--- src/rtl/fmt_pkg.sv ---
package fmt_pkg;
    typedef enum logic [2:0] {
        S_IDLE,
        S_PRE,
        S_HUNT,
        S_USER,
        S_CHECK,
        S_WEDGE
    } fmt_state_e;

    localparam logic [7:0] FMT_PAD  = 8'h00;
    localparam logic [7:0] FMT_SYNC = 8'hA1;
endpackage

--- src/rtl/fmt_count.sv ---
module fmt_count #(
    parameter int W = 8
) (
    input  logic         clk,
    input  logic         rst_n,
    input  logic         load,
    input  logic [W-1:0] limit_in,
    input  logic         clr,
    input  logic         inc,
    output logic         full
);
    logic [W-1:0] lim_q;
    logic [W-1:0] cnt_q;

    always_ff @(posedge clk or negedge rst_n) begin
        if (!rst_n) begin
            lim_q <= '0;
            cnt_q <= '0;
        end else if (load) begin
            lim_q <= limit_in;
            cnt_q <= '0;
        end else if (clr) begin
            cnt_q <= '0;
        end else if (inc) begin
            cnt_q <= cnt_q + W'(1);
        end
    end

    assign full = (cnt_q == lim_q);

    // The controller must never advance a counter that has reached its limit.
    assert_inc_in_range_R6: assert property (@(posedge clk) disable iff (!rst_n)
        inc |-> !full);
endmodule

--- src/rtl/fmt_ctrl.sv ---
module fmt_ctrl
    import fmt_pkg::*;
(
    input  logic       clk,
    input  logic       rst_n,
    input  logic       byte_en,
    input  logic       start,
    input  logic       dir_write,
    input  logic       servo_gate,
    input  logic [7:0] buf_data,
    input  logic       buf_valid,
    input  logic [7:0] ecc_data,
    input  logic [7:0] nrz_in,
    input  logic       user_ready,
    input  logic       pre_full,
    input  logic       user_full,
    input  logic       chk_full,
    output logic       cfg_load,
    output logic       pre_clr,
    output logic       pre_inc,
    output logic       user_inc,
    output logic       chk_inc,
    output logic       buf_take,
    output logic       ecc_take,
    output logic [7:0] nrz_out,
    output logic       write_gate,
    output logic       read_gate,
    output logic [7:0] user_data,
    output logic       user_valid,
    output logic [7:0] chk_data,
    output logic       chk_valid,
    output logic       done,
    output logic       err_underrun,
    output logic       err_overrun
);
    fmt_state_e state_q, state_d, eff;
    logic       dir_q, dir_d;

    logic [7:0] nrz_d, ud_d, cd_d;
    logic       wg_d, rg_d, uv_d, cv_d, done_d, eu_d, eo_d;

    // Effective state: a wedge resumes as a new segment, and a finished
    // user phase acts as the check phase.
    always_comb begin
        eff = state_q;
        if (state_q == S_WEDGE) begin
            eff = dir_q ? S_PRE : S_HUNT;
        end else if (state_q == S_USER && user_full) begin
            eff = S_CHECK;
        end
    end

    always_comb begin
        state_d  = state_q;
        dir_d    = dir_q;
        cfg_load = 1'b0;
        pre_clr  = 1'b0;
        pre_inc  = 1'b0;
        user_inc = 1'b0;
        chk_inc  = 1'b0;
        buf_take = 1'b0;
        ecc_take = 1'b0;
        nrz_d    = nrz_out;
        wg_d     = write_gate;
        rg_d     = read_gate;
        ud_d     = user_data;
        cd_d     = chk_data;
        uv_d     = 1'b0;
        cv_d     = 1'b0;
        done_d   = 1'b0;
        eu_d     = 1'b0;
        eo_d     = 1'b0;

        unique case (state_q)
            S_IDLE: begin
                if (start) begin
                    cfg_load = 1'b1;
                    dir_d    = dir_write;
                    state_d  = dir_write ? S_PRE : S_HUNT;
                end
            end
            default: begin
                if (byte_en) begin
                    if (eff == S_CHECK && chk_full) begin
                        done_d  = 1'b1;
                        wg_d    = 1'b0;
                        rg_d    = 1'b0;
                        nrz_d   = FMT_PAD;
                        state_d = S_IDLE;
                    end else if (servo_gate) begin
                        wg_d    = 1'b0;
                        rg_d    = 1'b0;
                        nrz_d   = FMT_PAD;
                        pre_clr = 1'b1;
                        state_d = S_WEDGE;
                    end else begin
                        unique case (eff)
                            S_PRE: begin
                                wg_d = 1'b1;
                                if (!pre_full) begin
                                    nrz_d   = FMT_PAD;
                                    pre_inc = 1'b1;
                                    state_d = S_PRE;
                                end else begin
                                    nrz_d   = FMT_SYNC;
                                    state_d = S_USER;
                                end
                            end
                            S_HUNT: begin
                                rg_d    = 1'b1;
                                state_d = (nrz_in == FMT_SYNC) ? S_USER : S_HUNT;
                            end
                            S_USER: begin
                                if (dir_q) begin
                                    if (buf_valid) begin
                                        buf_take = 1'b1;
                                        user_inc = 1'b1;
                                        nrz_d    = buf_data;
                                        wg_d     = 1'b1;
                                    end else begin
                                        eu_d    = 1'b1;
                                        wg_d    = 1'b0;
                                        nrz_d   = FMT_PAD;
                                        state_d = S_IDLE;
                                    end
                                end else begin
                                    if (user_ready) begin
                                        user_inc = 1'b1;
                                        ud_d     = nrz_in;
                                        uv_d     = 1'b1;
                                        rg_d     = 1'b1;
                                    end else begin
                                        eo_d    = 1'b1;
                                        rg_d    = 1'b0;
                                        state_d = S_IDLE;
                                    end
                                end
                            end
                            S_CHECK: begin
                                chk_inc = 1'b1;
                                state_d = S_CHECK;
                                if (dir_q) begin
                                    ecc_take = 1'b1;
                                    nrz_d    = ecc_data;
                                    wg_d     = 1'b1;
                                end else begin
                                    cd_d = nrz_in;
                                    cv_d = 1'b1;
                                    rg_d = 1'b1;
                                end
                            end
                            default: begin
                                state_d = S_IDLE;
                            end
                        endcase
                    end
                end
            end
        endcase
    end

    // State register
    always_ff @(posedge clk or negedge rst_n) begin
        if (!rst_n) begin
            state_q <= S_IDLE;
            dir_q   <= 1'b0;
        end else begin
            state_q <= state_d;
            dir_q   <= dir_d;
        end
    end

    // Output registers
    always_ff @(posedge clk or negedge rst_n) begin
        if (!rst_n) begin
            nrz_out      <= FMT_PAD;
            write_gate   <= 1'b0;
            read_gate    <= 1'b0;
            user_data    <= '0;
            user_valid   <= 1'b0;
            chk_data     <= '0;
            chk_valid    <= 1'b0;
            done         <= 1'b0;
            err_underrun <= 1'b0;
            err_overrun  <= 1'b0;
        end else begin
            nrz_out      <= nrz_d;
            write_gate   <= wg_d;
            read_gate    <= rg_d;
            user_data    <= ud_d;
            user_valid   <= uv_d;
            chk_data     <= cd_d;
            chk_valid    <= cv_d;
            done         <= done_d;
            err_underrun <= eu_d;
            err_overrun  <= eo_d;
        end
    end

    assert_gates_exclusive_R2: assert property (@(posedge clk) disable iff (!rst_n)
        !(write_gate && read_gate));

    assert_wedge_quiet_R4: assert property (@(posedge clk) disable iff (!rst_n)
        byte_en && servo_gate |=> !write_gate && !read_gate);

    assert_take_on_strobe_R6: assert property (@(posedge clk) disable iff (!rst_n)
        (buf_take || ecc_take) |-> byte_en && !servo_gate);

    assert_underrun_abort_R7: assert property (@(posedge clk) disable iff (!rst_n)
        err_underrun |-> !write_gate && !done);

    assert_overrun_abort_R8: assert property (@(posedge clk) disable iff (!rst_n)
        err_overrun |-> !read_gate && !done);

    assert_done_gates_low_R9: assert property (@(posedge clk) disable iff (!rst_n)
        done |=> !done);

    assert_done_closed_R9: assert property (@(posedge clk) disable iff (!rst_n)
        done |-> !write_gate && !read_gate);

    assert_gate_step_R10: assert property (@(posedge clk) disable iff (!rst_n)
        !byte_en |=> $stable(write_gate) && $stable(read_gate));
endmodule

--- src/rtl/disk_formatter.sv ---
module disk_formatter #(
    parameter int LEN_W = 12,
    parameter int ECC_W = 6,
    parameter int PRE_W = 5
) (
    input  logic             clk,
    input  logic             rst_n,
    input  logic             start,
    input  logic             dir_write,
    input  logic [LEN_W-1:0] sect_len,
    input  logic [ECC_W-1:0] ecc_len,
    input  logic [PRE_W-1:0] pre_len,
    input  logic             byte_en,
    input  logic             servo_gate,
    input  logic [7:0]       buf_data,
    input  logic             buf_valid,
    output logic             buf_take,
    input  logic [7:0]       ecc_data,
    output logic             ecc_take,
    output logic [7:0]       nrz_out,
    output logic             write_gate,
    input  logic [7:0]       nrz_in,
    output logic             read_gate,
    output logic [7:0]       user_data,
    output logic             user_valid,
    input  logic             user_ready,
    output logic [7:0]       chk_data,
    output logic             chk_valid,
    output logic             done,
    output logic             err_underrun,
    output logic             err_overrun
);
    logic cfg_load, pre_clr, pre_inc, user_inc, chk_inc;
    logic pre_full, user_full, chk_full;

    fmt_count #(.W(PRE_W)) u_pre_cnt (
        .clk      (clk),
        .rst_n    (rst_n),
        .load     (cfg_load),
        .limit_in (pre_len),
        .clr      (pre_clr),
        .inc      (pre_inc),
        .full     (pre_full)
    );

    fmt_count #(.W(LEN_W)) u_user_cnt (
        .clk      (clk),
        .rst_n    (rst_n),
        .load     (cfg_load),
        .limit_in (sect_len),
        .clr      (1'b0),
        .inc      (user_inc),
        .full     (user_full)
    );

    fmt_count #(.W(ECC_W)) u_chk_cnt (
        .clk      (clk),
        .rst_n    (rst_n),
        .load     (cfg_load),
        .limit_in (ecc_len),
        .clr      (1'b0),
        .inc      (chk_inc),
        .full     (chk_full)
    );

    fmt_ctrl u_ctrl (
        .clk          (clk),
        .rst_n        (rst_n),
        .byte_en      (byte_en),
        .start        (start),
        .dir_write    (dir_write),
        .servo_gate   (servo_gate),
        .buf_data     (buf_data),
        .buf_valid    (buf_valid),
        .ecc_data     (ecc_data),
        .nrz_in       (nrz_in),
        .user_ready   (user_ready),
        .pre_full     (pre_full),
        .user_full    (user_full),
        .chk_full     (chk_full),
        .cfg_load     (cfg_load),
        .pre_clr      (pre_clr),
        .pre_inc      (pre_inc),
        .user_inc     (user_inc),
        .chk_inc      (chk_inc),
        .buf_take     (buf_take),
        .ecc_take     (ecc_take),
        .nrz_out      (nrz_out),
        .write_gate   (write_gate),
        .read_gate    (read_gate),
        .user_data    (user_data),
        .user_valid   (user_valid),
        .chk_data     (chk_data),
        .chk_valid    (chk_valid),
        .done         (done),
        .err_underrun (err_underrun),
        .err_overrun  (err_overrun)
    );
endmodule

--- config.mk ---
export PLATFORM = sky130hd
export DESIGN_NAME = disk_formatter
export DESIGN_NICKNAME = d
export VERILOG_FILES = /design/src/rtl/fmt_pkg.sv /design/src/rtl/fmt_count.sv /design/src/rtl/fmt_ctrl.sv /design/src/rtl/disk_formatter.sv
export SDC_FILE = /design/constraint.sdc
export NUM_CORES = 1
export LEC_CHECK = 0
export CAP_MARGIN = 20
export CORE_MARGIN = 2
export CORE_UTILIZATION = 30
export CTS_BUF_LIST = sky130_fd_sc_hd__clkbuf_8
export CTS_CLUSTER_DIAMETER = 100
export DETAILED_ROUTE_END_ITERATION = 10
export SLEW_MARGIN = 20
export SYNTH_ARGS = -nofsm -noshare
export SYNTH_HDL_FRONTEND = slang
export SYNTH_HIERARCHICAL = 1
export SYNTH_SLANG_ARGS = --single-unit
--- constraint.sdc ---
create_clock -name clk -period 2.9 [get_ports clk]
set_input_delay 0.58 -clock clk [delete_from_list [all_inputs] [get_ports clk]]
set_output_delay 0.58 -clock clk [all_outputs]
set_load 0.005 [all_outputs]
==> results.py <==
metrics = {
    "status": {
        "run_status": "finished, final reports clean",
    },
    "critical_path": {
        "path_class": "register to output pin",
        "rrSetupSlack_ns": 0.28,
        "crit_fanout": 4,
        "crit_end": "buf_take",
        "reg2reg_depth": 13,
        "rr_startpoint": "u_user_cnt/cnt_q[8]",
        "cp-start-kind": "register",
        "crit_start": "u_user_cnt/cnt_q[8]",
        "arrival_ns": 2.17,
        "worst_r2r_endpoint": "u_pre_cnt/cnt_q[4]",
        "cp.required_ns": 2.32,
        "end_kind": "output pin",
    },
    "place": {
        "numPortBuffers": 87,
        "placed_cell_area_sq_um": 5320,
        "globalplace.congestion": 0.864,
        "hpwl_mm": 7.40,
    },
    "layout": {
        "drive_gt1_share_pct": 22.8,
        "n_antenna_cell": 0,
        "final_cell_mix": "84 x clkdlybuf4s50_1, 81 x dfrtp_1, 40 x mux2_2",
        "seq_area_sq_um": 2030,
        "fin_area_sq_um": 5560,
        "nFillCells": 1265,
        "syn_to_final_growth_pct": 35.9,
        "multi_input_area_sq_um": 2000,
        "final_nets": 522,
        "layout_commonest_cell": "clkdlybuf4s50_1",
    },
    "synth": {
        "yosysWarnings": 6,
        "synthesis.area_sq_um": 4090,
        "synth-edff-count": 0,
        "synth.distinct_cells": 61,
        "synth_seq_area_share_pct": 49.6,
        "synthArstFlopShare_pct": 100,
        "synth_seq_cells": 81,
        "syn_inst": 349,
        "synth_flop_cell": "dfrtp_1",
        "syn_avg_cell_area_sq_um": 11.7,
    },
    "sta": {
        "relSlewSlack_pct": 64.3,
        "holdWs_ns": 0.494,
        "max_freq_mhz": 364,
        "setup_tns_ns": 0,
        "finalCriticalPeriod_ns": 2.75,
        "finalSetupViolations": 0,
        "grt_setup_unrepaired": "no",
        "finalCritPeriodShare_pct": 94.8,
        "skew_ns": 0.0103,
        "hold_violations": 0,
        "tightest_slew_ns": 0.532,
        "timing.final.max_slew_violations": 0,
    },
    "routing": {
        "vias": 3117,
        "drt-total-wl_mm": 9.95,
        "dr.pass1.iters": 4,
        "drc": 0,
        "drtIter0Drc": 114,
        "post_drt_wl_per_cell_microns": 15.4,
        "postRouteAntennaNets": 0,
        "via_per_inst": 4.83,
    },
    "power_and_ir_drop": {
        "vdd_drop_max_mv": 0.325,
        "powerDensity_nw_per_um2": 746,
        "total_power_mw": 4.15,
        "p_leak_nw": 2.35,
    },
    "floorplan": {
        "design.core.area_sq_um": 13300,
        "fp.dieW_microns": 121,
        "io_pins": 88,
        "die_y_microns": 121,
        "row_count": 42,
        "dieArea_sq_um": 14600,
        "initial_core_util_pct": 30.8,
    },
    "clock_network": {
        "clk_pin_slew_worst_paths_ns": 0.09,
        "clk_latency_ns": 0.37,
        "cts.sinks": 81,
        "cts_buffer_depth": 2,
        "cts_htree_levels": 3,
        "cts-root-buf": "clkbuf_8",
        "cts_tree": "yes",
        "cts_buffers": 9,
    },
    "global_route": {
        "grt_pass1_wl_mm": 16.6,
        "grt_overflow": 0,
        "antenna_found_initial": 0,
        "grt_max_degree": 77,
        "globalRouteTotalUtil_pct": 14.6,
        "grt_pass1_vias": 3348,
    },
    "hold_path": {
        "hp-class": "register to register",
        "min_from": "u_ctrl/chk_data[7]",
    },
    "job": {
        "cap_viol_max_count": 0,
    },
}
==> synth_stat cells, types with 3 or more instances <==
library cell / count / area, sq um
a211oi_1: 4 / 30.0
a21oi_1: 7 / 35.0
a221oi_2: 4 / 60.1
buf_2: 5 / 25.0
buf_6: 3 / 33.8
clkbuf_1: 7 / 26.3
dfrtp_1: 81 / 2030
ha_1: 3 / 37.5
inv_1: 6 / 22.5
mux2_1: 10 / 113
mux2_2: 40 / 450
mux2i_1: 4 / 40.0
nand2_1: 14 / 52.6
nand3_1: 10 / 50.1
nand4_1: 10 / 62.6
nor2_1: 21 / 78.8
nor2b_1: 4 / 25.0
nor3_1: 13 / 65.1
o21ai_0: 9 / 45.0
o31ai_1: 3 / 22.5
xnor2_1: 27 / 236
xor2_1: 13 / 114
==> flip-flops by register name (all words and copies together) (netlist names) <==
| signal | count |
|---|---|
| u_ctrl/done | 1 |
| u_user_cnt/cnt_q | 12 |
| u_ctrl/chk_data | 8 |
| u_ctrl/read_gate | 1 |
| u_ctrl/err_underrun | 1 |
| u_ctrl/user_data | 8 |
| u_ctrl/write_gate | 1 |
| u_pre_cnt/cnt_q | 5 |
| u_chk_cnt/lim_q | 6 |
| u_ctrl/state_q | 3 |
| u_ctrl/nrz_out | 8 |
| u_ctrl/dir_q | 1 |
| u_ctrl/chk_valid | 1 |
| u_pre_cnt/lim_q | 5 |
| u_ctrl/user_valid | 1 |
| u_ctrl/err_overrun | 1 |
| u_user_cnt/lim_q | 12 |
| u_chk_cnt/cnt_q | 6 |
==> through the flow <==
stage	util, %	setup slack (ns)	cells
2_1_floorplan	-	0.224	351
3_3_place_gp	40.0	0.0299	624
3_5_place_dp	40.0	0.0187	624
4_1_cts	41.7	0.0373	645
5_1_grt	41.8	0.0130	645
6_report	41.8	0.150	645
==> cell type report <==
| type | count | share of cell area, % |
|---|---|---|
| Clock buffer | 11 | 2.72 |
| Sequential cell | 81 | 36.5 |
| Clock inverter | 5 | 0.540 |
| Multi-Input combinational cell | 248 | 35.9 |
| Tap cell | 176 | 3.96 |
| Inverter | 6 | 0.405 |
| Timing Repair Buffer | 118 | 20.0 |
==> metal layers <==
| metal | wire (microns) | track usage [%] |
|---|---|---|
| met5 | 0 | 0 |
| met4 | 254 | 7.85 |
| met3 | 509 | 3.25 |
| met2 | 4560 | 22.3 |
| met1 | 4630 | 19.1 |
==> worst min path at each step <==
| stage | slack (ns) | to | cells after the start |
|---|---|---|---|
| 4_1_cts | 0.50 | u_ctrl/chk_data[7] | 1 |
| 3_5_place_dp | 0.40 | u_pre_cnt/lim_q[3] | 1 |
| 6_report | 0.49 | u_ctrl/chk_data[7] | 1 |
| 2_1_floorplan | 0.28 | u_chk_cnt/cnt_q[0] | 0 |
| 5_1_grt | 0.53 | u_ctrl/nrz_out[6] | 1 |
| 3_3_place_gp | 0.40 | u_pre_cnt/lim_q[4] | 1 |
==> timing repair <==
item / CTS / global route
buffers inserted: 4 / 0
endpoints found under the setup margin: 2 / 5
gates resized for setup: 5 / 6
endpoints found under the hold margin: 5 / 0
hold buffers: 1 / 0
pin swaps: 3 / 5
==> where the power goes <==
group	leakage, nW	switching (mW)	internal (mW)
combinational	1.20	0.661	0.958
sequential	1.05	0.276	1.48
clock	0.0911	0.415	0.353
total	2.35	1.35	2.79
==> cells by family (layout without fill, tap and decap cells) <==
| logic type | count (synthesis) | count (layout) | synth area share, % |
|---|---|---|---|
| AO/OA/AOI/OAI | 44 | 44 | 8.32 |
| XOR/XNOR | 40 | 40 | 8.57 |
| adder cells (fa/ha/maj) | 3 | 3 | 0.918 |
| buffers and inverters | 22 | 140 | 2.72 |
| flip-flops | 81 | 81 | 49.6 |
| multiplexers | 54 | 54 | 14.7 |
| other | 1 | 3 | 0.0917 |
| AND/OR/NAND/NOR | 104 | 104 | 15.1 |
==> worst max-delay path, stage by stage (launching register included) <==
cell and delay, ns:
dfrtp_1 0.43, xnor2_1 0.15, nand4_1 0.19, nor3_4 0.25
buf_4 0.15, and4bb_1 0.24, nand3_1 0.09, nor2_1 0.04
dlygate4sd2_1 0.27
Power figures use the tool's default switching activity.
